<file path="src/rtl/tbt_pkg.sv">
package tbt_pkg;
  localparam int unsigned NIB_W = 4;
  localparam int unsigned CNT_W = 2 * NIB_W;

  typedef struct packed {
    logic load;
    logic read;
    logic test;
    logic idle;
  } tbt_cmd_t;
endpackage

</file>
<file path="src/rtl/tbt_cycle_div.sv">
module tbt_cycle_div #(
  parameter int unsigned DIV_W = 2
) (
  input  logic clk,
  input  logic rst,
  output logic tick_o
);
  localparam logic [DIV_W-1:0] LAST_PH = {DIV_W{1'b1}} - 1'b1;

  logic [DIV_W-1:0] phase_q;
  logic             tick_q;

  always_ff @(posedge clk) begin
    if (rst) begin
      phase_q <= '0;
      tick_q  <= 1'b0;
    end else begin
      phase_q <= phase_q + 1'b1;
      tick_q  <= (phase_q == LAST_PH);
    end
  end

  assign tick_o = tick_q;


  tick_single_chk: assert property (@(posedge clk) disable iff (rst)
    tick_q |=> !tick_q);
endmodule

</file>
<file path="src/rtl/tbt_prescale.sv">
module tbt_prescale #(
  parameter int unsigned PRE_W = 2
) (
  input  logic clk,
  input  logic rst,
  input  logic tick_i,
  input  logic clr_i,
  output logic adv_o
);
  localparam logic [PRE_W-1:0] PRE_MAX = {PRE_W{1'b1}};

  logic [PRE_W-1:0] pre_q;

  always_ff @(posedge clk) begin
    if (rst) begin
      pre_q <= '0;
    end else if (tick_i) begin
      if (clr_i) pre_q <= '0;
      else       pre_q <= pre_q + 1'b1;
    end
  end

  assign adv_o = tick_i && !clr_i && (pre_q == PRE_MAX);


  pre_clear_chk: assert property (@(posedge clk) disable iff (rst)
    (tick_i && clr_i) |=> (pre_q == '0));

  pre_hold_chk: assert property (@(posedge clk) disable iff (rst)
    !tick_i |=> $stable(pre_q));
endmodule

</file>
<file path="src/rtl/tbt_count.sv">
module tbt_count #(
  parameter int unsigned NIB_W = 4
) (
  input  logic               clk,
  input  logic               rst,
  input  logic               load_i,
  input  logic [NIB_W-1:0]   hi_i,
  input  logic [NIB_W-1:0]   lo_i,
  input  logic               adv_i,
  output logic [2*NIB_W-1:0] cnt_o,
  output logic               ovf_o
);
  localparam int unsigned CNT_W = 2 * NIB_W;

  logic [CNT_W-1:0] cnt_q;

  always_ff @(posedge clk) begin
    if (rst) begin
      cnt_q <= '0;
    end else if (load_i) begin
      cnt_q <= {hi_i, lo_i};
    end else if (adv_i) begin
      cnt_q <= cnt_q + 1'b1;
    end
  end

  assign cnt_o = cnt_q;
  assign ovf_o = adv_i && !load_i && (&cnt_q);


  load_value_chk: assert property (@(posedge clk) disable iff (rst)
    load_i |=> (cnt_q == $past({hi_i, lo_i})));

  wrap_zero_chk: assert property (@(posedge clk) disable iff (rst)
    ovf_o |=> (cnt_q == '0));

  cnt_hold_chk: assert property (@(posedge clk) disable iff (rst)
    (!load_i && !adv_i) |=> $stable(cnt_q));
endmodule

</file>
<file path="src/rtl/tbt_status.sv">
module tbt_status (
  input  logic clk,
  input  logic rst,
  input  logic ovf_i,
  input  logic load_msb_i,
  input  logic test_i,
  input  logic idle_i,
  output logic skip_o,
  output logic stall_o,
  output logic wake_o
);
  logic flag_q, skip_q, idle_q, wake_q;
  logic flag_set, flag_clr, idle_any;

  assign flag_set = ovf_i || load_msb_i;
  assign flag_clr = test_i && flag_q;
  assign idle_any = idle_q || idle_i;

  always_ff @(posedge clk) begin
    if (rst) begin
      flag_q <= 1'b0;
      skip_q <= 1'b0;
      idle_q <= 1'b0;
      wake_q <= 1'b0;
    end else begin
      if (flag_set)      flag_q <= 1'b1;
      else if (flag_clr) flag_q <= 1'b0;
      skip_q <= flag_clr;
      idle_q <= idle_any && !ovf_i;
      wake_q <= idle_any && ovf_i;
    end
  end

  assign skip_o  = skip_q;
  assign stall_o = idle_q;
  assign wake_o  = wake_q;


  ovf_wins_chk: assert property (@(posedge clk) disable iff (rst)
    ovf_i |=> flag_q);

  load_flag_chk: assert property (@(posedge clk) disable iff (rst)
    load_msb_i |=> flag_q);

  no_skip_chk: assert property (@(posedge clk) disable iff (rst)
    (test_i && !flag_q) |=> !skip_q);

  wake_end_chk: assert property (@(posedge clk) disable iff (rst)
    wake_q |-> (!idle_q && $past(idle_any)));

  wake_once_chk: assert property (@(posedge clk) disable iff (rst)
    wake_q |=> !wake_q);
endmodule

</file>
<file path="src/rtl/tbt_timebase.sv">
module tbt_timebase
  import tbt_pkg::*;
#(
  parameter int unsigned DIV_W = 2,
  parameter int unsigned PRE_W = 2
) (
  input  logic             clk,
  input  logic             rst,
  output logic             tick_o,
  input  logic             load_i,
  input  logic [NIB_W-1:0] acc_i,
  input  logic [NIB_W-1:0] mem_i,
  input  logic             read_i,
  input  logic             test_i,
  input  logic             idle_i,
  output logic [NIB_W-1:0] rd_acc_o,
  output logic [NIB_W-1:0] rd_mem_o,
  output logic             skip_o,
  output logic             stall_o,
  output logic             wake_o
);
  logic             tick;
  tbt_cmd_t         cmd;
  logic             adv, ovf;
  logic [CNT_W-1:0] cnt;
  logic [NIB_W-1:0] rd_acc_q, rd_mem_q;

  tbt_cycle_div #(.DIV_W(DIV_W)) u_div (
    .clk(clk), .rst(rst), .tick_o(tick)
  );

  always_comb begin
    cmd.load = tick && load_i;
    cmd.read = tick && read_i;
    cmd.test = tick && test_i;
    cmd.idle = tick && idle_i;
  end

  tbt_prescale #(.PRE_W(PRE_W)) u_pre (
    .clk(clk), .rst(rst), .tick_i(tick), .clr_i(cmd.load), .adv_o(adv)
  );

  tbt_count #(.NIB_W(NIB_W)) u_cnt (
    .clk(clk), .rst(rst), .load_i(cmd.load), .hi_i(acc_i), .lo_i(mem_i),
    .adv_i(adv), .cnt_o(cnt), .ovf_o(ovf)
  );

  tbt_status u_stat (
    .clk(clk), .rst(rst), .ovf_i(ovf), .load_msb_i(cmd.load && acc_i[NIB_W-1]),
    .test_i(cmd.test), .idle_i(cmd.idle),
    .skip_o(skip_o), .stall_o(stall_o), .wake_o(wake_o)
  );

  always_ff @(posedge clk) begin
    if (rst) begin
      rd_acc_q <= '0;
      rd_mem_q <= '0;
    end else if (cmd.read) begin
      rd_acc_q <= cnt[CNT_W-1:NIB_W];
      rd_mem_q <= cnt[NIB_W-1:0];
    end
  end

  assign tick_o   = tick;
  assign rd_acc_o = rd_acc_q;
  assign rd_mem_o = rd_mem_q;


  rd_hold_chk: assert property (@(posedge clk) disable iff (rst)
    !cmd.read |=> ($stable(rd_acc_o) && $stable(rd_mem_o)));

  skip_after_tick_chk: assert property (@(posedge clk) disable iff (rst)
    skip_o |-> $past(tick));
endmodule

</file>
<file path="config.mk">
export PLATFORM = sky130hd
export DESIGN_NAME = tbt_timebase
export DESIGN_NICKNAME = d
export VERILOG_FILES = /design/src/rtl/tbt_pkg.sv /design/src/rtl/tbt_cycle_div.sv /design/src/rtl/tbt_prescale.sv /design/src/rtl/tbt_count.sv /design/src/rtl/tbt_status.sv /design/src/rtl/tbt_timebase.sv
export SDC_FILE = /design/constraint.sdc
export NUM_CORES = 1
export LEC_CHECK = 0
export BUFFER_PORTS_ARGS = -buffer_cell sky130_fd_sc_hd__buf_2
export CAP_MARGIN = 15
export CORE_MARGIN = 8
export CORE_UTILIZATION = 50
export CTS_CLUSTER_SIZE = 10
export DETAILED_ROUTE_END_ITERATION = 16
export GPL_TIMING_DRIVEN = 1
export PLACE_DENSITY_LB_ADDON = 0.3
export REMOVE_ABC_BUFFERS = 1
export SETUP_SLACK_MARGIN = 0.2
export SYNTH_ARGS = -nofsm -noshare
export SYNTH_HDL_FRONTEND = slang
export SYNTH_SLANG_ARGS = --single-unit
export TNS_END_PERCENT = 10
</file>
<file path="constraint.sdc">
create_clock -name clk -period 3.63 [get_ports clk]
set_clock_uncertainty 0.1 [all_clocks]
set_input_delay 0.5445 -clock clk [delete_from_list [all_inputs] [get_ports clk]]
set_output_delay 0.5445 -clock clk [all_outputs]
set_load 0.02 [all_outputs]
</file>
### Word-level counts from Yosys, hierarchy flattened

Cells that the tools add are included.
W data, S select, Z words.

* add/sub/neg operators: 3
* equality and inequality tests: 2
* muxes and demuxes: 5
* reductions and logical operators: 19

Operators with widths (number)
* $mux W8: 2
* $logic_and A1 B1 Y1: 12
* $add A8 B1 Y8 const B: 1
* $reduce_and A8 Y1: 1
* $add A2 B1 Y2 const B: 2
* $eq A2 B2 Y1 const B: 2
* $reduce_bool A2 Y1: 2
* $logic_not A1 Y1: 2
* $logic_or A1 B1 Y1: 2
* $mux W1: 2
* $mux W2: 1

* register bits: 25
* input port bits: 14
* output and inout bits: 12
* logic and storage cells: 39

### Logic depth before layout (Yosys ltp)

* depth after elaboration: 8
* mapped depth: 5
* mapped depth without buffers: 4

### Cells and area by module

A second synthesis with hierarchy kept.

* cell total of the unflattened synthesis: 127
* area total of the unflattened synthesis: 1148.6 um^2

By module, submodules not included
* tbt_count: times used 1, cells each 55, area an instance 456.7 um^2, sequential area each 160.2 um^2
* tbt_timebase: times used 1, cells each 41, area an instance 380.4 um^2, sequential area each 160.2 um^2
* tbt_status: times used 1, cells each 13, area an instance 121.4 um^2, sequential area each 80.1 um^2
* tbt_prescale: times used 1, cells each 10, area an instance 100.1 um^2, sequential area each 40.0 um^2
* tbt_cycle_div: times used 1, cells each 8, area an instance 90.1 um^2, sequential area each 60.1 um^2

### Least setup slack after synthesis

OpenSTA, ideal clock, no wires.

* kind: input to register
* from: input port load_i
* to: register u_cnt.cnt_q[6] (netlist: u_cnt.cnt_o[6])
* library setup time: 74 ps
* data arrival time: 1447 ps
* data required time: 3456 ps
* slack: 2009 ps
* stages: 4
* buffers on the path: 1
* cells stage by stage: nand3b_4 > buf_6 > or4_1 > a31oi_1

* longest elaborated chain between the ends: 5
* elaborated cells on any way between the ends: 6
* classes of those cells: mux (1); reduce/logical (5)

Ends and longest elaborated chain
* start, declared: line tbt_timebase.sv:10 `input logic load_i,`
* $logic_and A1 B1 Y1 (*): line tbt_timebase.sv:33 `cmd.load = tick && load_i;`
* $logic_not A1 Y1: line tbt_prescale.sv:23 `assign adv_o = tick_i && !clr_i && (pre_q == PRE_MAX);`
* $logic_and A1 B1 Y1 (2 in series): line tbt_prescale.sv:23
* $reduce_bool A2 Y1 (no line)
* end signal, assigned: line tbt_count.sv:21 `cnt_q <= {hi_i, lo_i};`
* end signal, assigned: line tbt_count.sv:23 `cnt_q <= cnt_q + 1'b1;`
* end, declared: line tbt_count.sv:15 `logic [CNT_W-1:0] cnt_q;`

Every way passes the cells marked *; elsewhere a longest branch is shown, timed or not.
A chain may end at the register's enable or synchronous reset.

### Final worst setup path

* from: register u_div.tick_q (netlist: u_div.tick_o)
* to: output port tick_o

RTL lines
* start, declared: line tbt_cycle_div.sv:11 `logic tick_q;`
* start signal, assigned: line tbt_cycle_div.sv:19 `tick_q <= (phase_q == LAST_PH);`
* end, declared: line tbt_timebase.sv:9 `output logic tick_o,`

No word-level cell between the ends.

==> impl_results.md <==
* TritonCTS clock tree: built
* Type of the worst setup path: reg2out
* Synth Area per Inst at 8.76 sq um
* VDD IR-drop max at 0.229 mV
* Post-CTS Setup Bufs at 0
* Worst Hold Class: reg2reg
* Critical Path End Type: output port
* Flops & latches, synth at 25
* IO Port Bufs at 25
* CTS HTree Levels at 1
* Layout area overhead at 13.6%
* Initial antenna violation count at 0
* WL/cell at 13.5 microns
* CP Data Arrival Time at 1.41 ns
* Post_cts resized at 0
* Grt total ovfl at 0
* Filler cells at 229
* Distinct cell type count after synthesis at 34
* # hold bufs at CTS at 0
* WP data required at 2.99 ns
* Share of cells above drive strength 1 at 22.8%
* Power per cell area at 365 nW/um^2
* GPL Wtd Cong at 0.784
* IO Count at 26
* Final ANT Viol Nets at 0
* Detailed router's first-iteration violation count at 30
* First-pass GRT wire length at 4.03 mm
* Slowest CP cell: dfxtp_1
* Initial Utilization at 51.1%
* Slew HR at 53.4%
* Die W at 62.6 microns
* RSZ-0062 raised after global routing: no
* Setup TNS at 0 ns
* Clk Latency, worst-skew pair at 0.32 ns
* Final Critical Period at 2.05 ns
* Largest net degree at the start of global routing at 26
* Mapped cell area at 1090 sq um
* Die H at 62.6 microns
* Max_cap viols at 0
* Hold Fails Final Rpt at 0
* Total track usage at 12.1%
* Post-DP HPWL at 1.69 mm
* Number of cells on the worst reg-to-reg path at 3
* Hold Path Depth at 1
* Yosys warning total at 0
* Crit-path max FO at 21
* Seq/Total Area, Yosys at 46.1%
* Die area at 3920 sq um
* Final setup fails at 0
* Ys async rst share at 0%
* Min-delay src: u_div.phase_q[0]
* R2r setup slk at 1.67 ns
* WP depth at 1
* Final period util at 56.5%
* Max incr delay on CP at 0.80 ns
* Buf/Inv on CP at 1
* Total core area at 2130 sq um
* Hold path endpoint: u_div.phase_q[0]
* Clk slew on worst S/H paths at 0.14 ns
* Number of global-route vias before repair at 930
* Number of remaining DRC errors at 0
* Most used DFF post-synth: dfxtp_1
* # rows at 17
* Hold Slack at 0.322 ns
* CP top delay family: flip-flops
* Via count at 958
* Mapped Cells at 124
* Static Leak at 0.490 nW
* Reg2reg start: u_div.tick_o
* Pre-antenna DRT Iters at 4
* Fin. max-slew vios at 0
* Final wirelength at 2.34 mm
* Clk root buf: clkbuf_4
* CP cell instances: buf_2
* Clock tree sinks at 25
* Measured slew at the worst slew-check pin at 0.698 ns
* Commonest cells after routing, fill and taps aside: buf_2 (25), dfxtp_1 (25), nand2_1 (15), a21oi_1 (12)
* Vias per Instance at 5.54
* N_diodes at 0
* Startpoint types: register
* Post-synth EDFFs at 0
* CTS Buf Count at 3
* Clk buf depth at 2
* # nets final at 163
* Fmax at 488 MHz
* Status: finished clean
* Worst r2r dst: u_cnt.cnt_o[7]
-- report_power, final --
part	switching [mW]	internal [mW]
Combinational	0.0177	0.0139
Sequential	0.00854	0.281
Clock	0.0871	0.0421
-- metal layers --
| layer | global-route usage [%] | vias to the layer above | share of wire (%) |
|---|---|---|---|
| met3 | 3.76 | 5 | 5.0 |
| met1 | 14.0 | 442 | 46 |
| met2 | 20.6 | 21 | 48 |
| li1 | - | 490 | - |
| met4 | 3.99 | 0 | 1.2 |
| met5 | 0 | - | 0 |
-- Yosys cell counts, drive strengths merged, types with 2 or more instances --
master,n,area [sq um]
ha,3,37.5
a31oi,3,18.8
a21oi,12,60.1
o31ai,3,22.5
o21bai,2,15.0
a311oi,2,17.5
nor3b,2,15.0
buf,3,23.8
nand3b,2,27.5
nor3,4,20.0
dfxtp,25,500
a211oi,2,15.0
or4,3,22.5
nor2,10,37.5
clkbuf,5,18.8
nand2,15,56.3
nand4,3,18.8
inv,3,11.3
nand3,10,50.1
-- state kept, by name (all words and copies together) (netlist names) --
signal and count:
u_div.tick_o 1, u_stat.wake_o 1, u_stat.stall_o 1, u_div.phase_q 2
u_pre.pre_q 2, u_stat.flag_q 1, u_stat.skip_o 1, rd_mem_o 4
rd_acc_o 4, u_cnt.cnt_o 8
-- cell type report --
class | count | area, sq um | area share [%]
multi-input combinational | 88 | 532 | 43.1
sequential | 25 | 500 | 40.6
timing repair buffer | 25 | 125 | 10.1
tap | 28 | 35.0 | 2.84
clock buffer | 3 | 22.5 | 1.83
inverter | 3 | 11.3 | 0.913
clock inverter | 1 | 7.51 | 0.609
-- stage by stage --
step | total power [mW] | cell area (sq um) | setup slack [ns] | utilization [%] | std cells
4_1_cts | 0.454 | 1230 | 1.58 | 58.0 | 173
5_1_grt | 0.470 | 1230 | 1.46 | 58.0 | 173
3_3_place_gp | 0.326 | 1200 | 1.78 | 56.6 | 169
2_1_floorplan | 0.308 | 1040 | 1.78 | - | 116
3_5_place_dp | 0.327 | 1200 | 1.70 | 56.6 | 169
6_report | 0.450 | 1230 | 1.58 | 58.0 | 173
-- cells by family after synthesis --
kind of cell,synth area share (%)
simple gates,26.7
compound gates,18.0
flops,46.1
buf+inv,4.95
fa+ha+maj,3.46
xor+xnor,0.807
-- worst max-delay path by stage --
stage	start	to	slack [ns]
global placement	u_div.tick_o	u_cnt.cnt_o[7]	1.78
floorplan	u_div.tick_o	u_cnt.cnt_o[7]	1.78
global route	u_div.tick_o	tick_o	1.46
finish	u_div.tick_o	tick_o	1.58
detailed placement	u_div.tick_o	u_cnt.cnt_o[7]	1.70
CTS	u_div.tick_o	tick_o	1.58
Power figures use the tool's default switching activity.
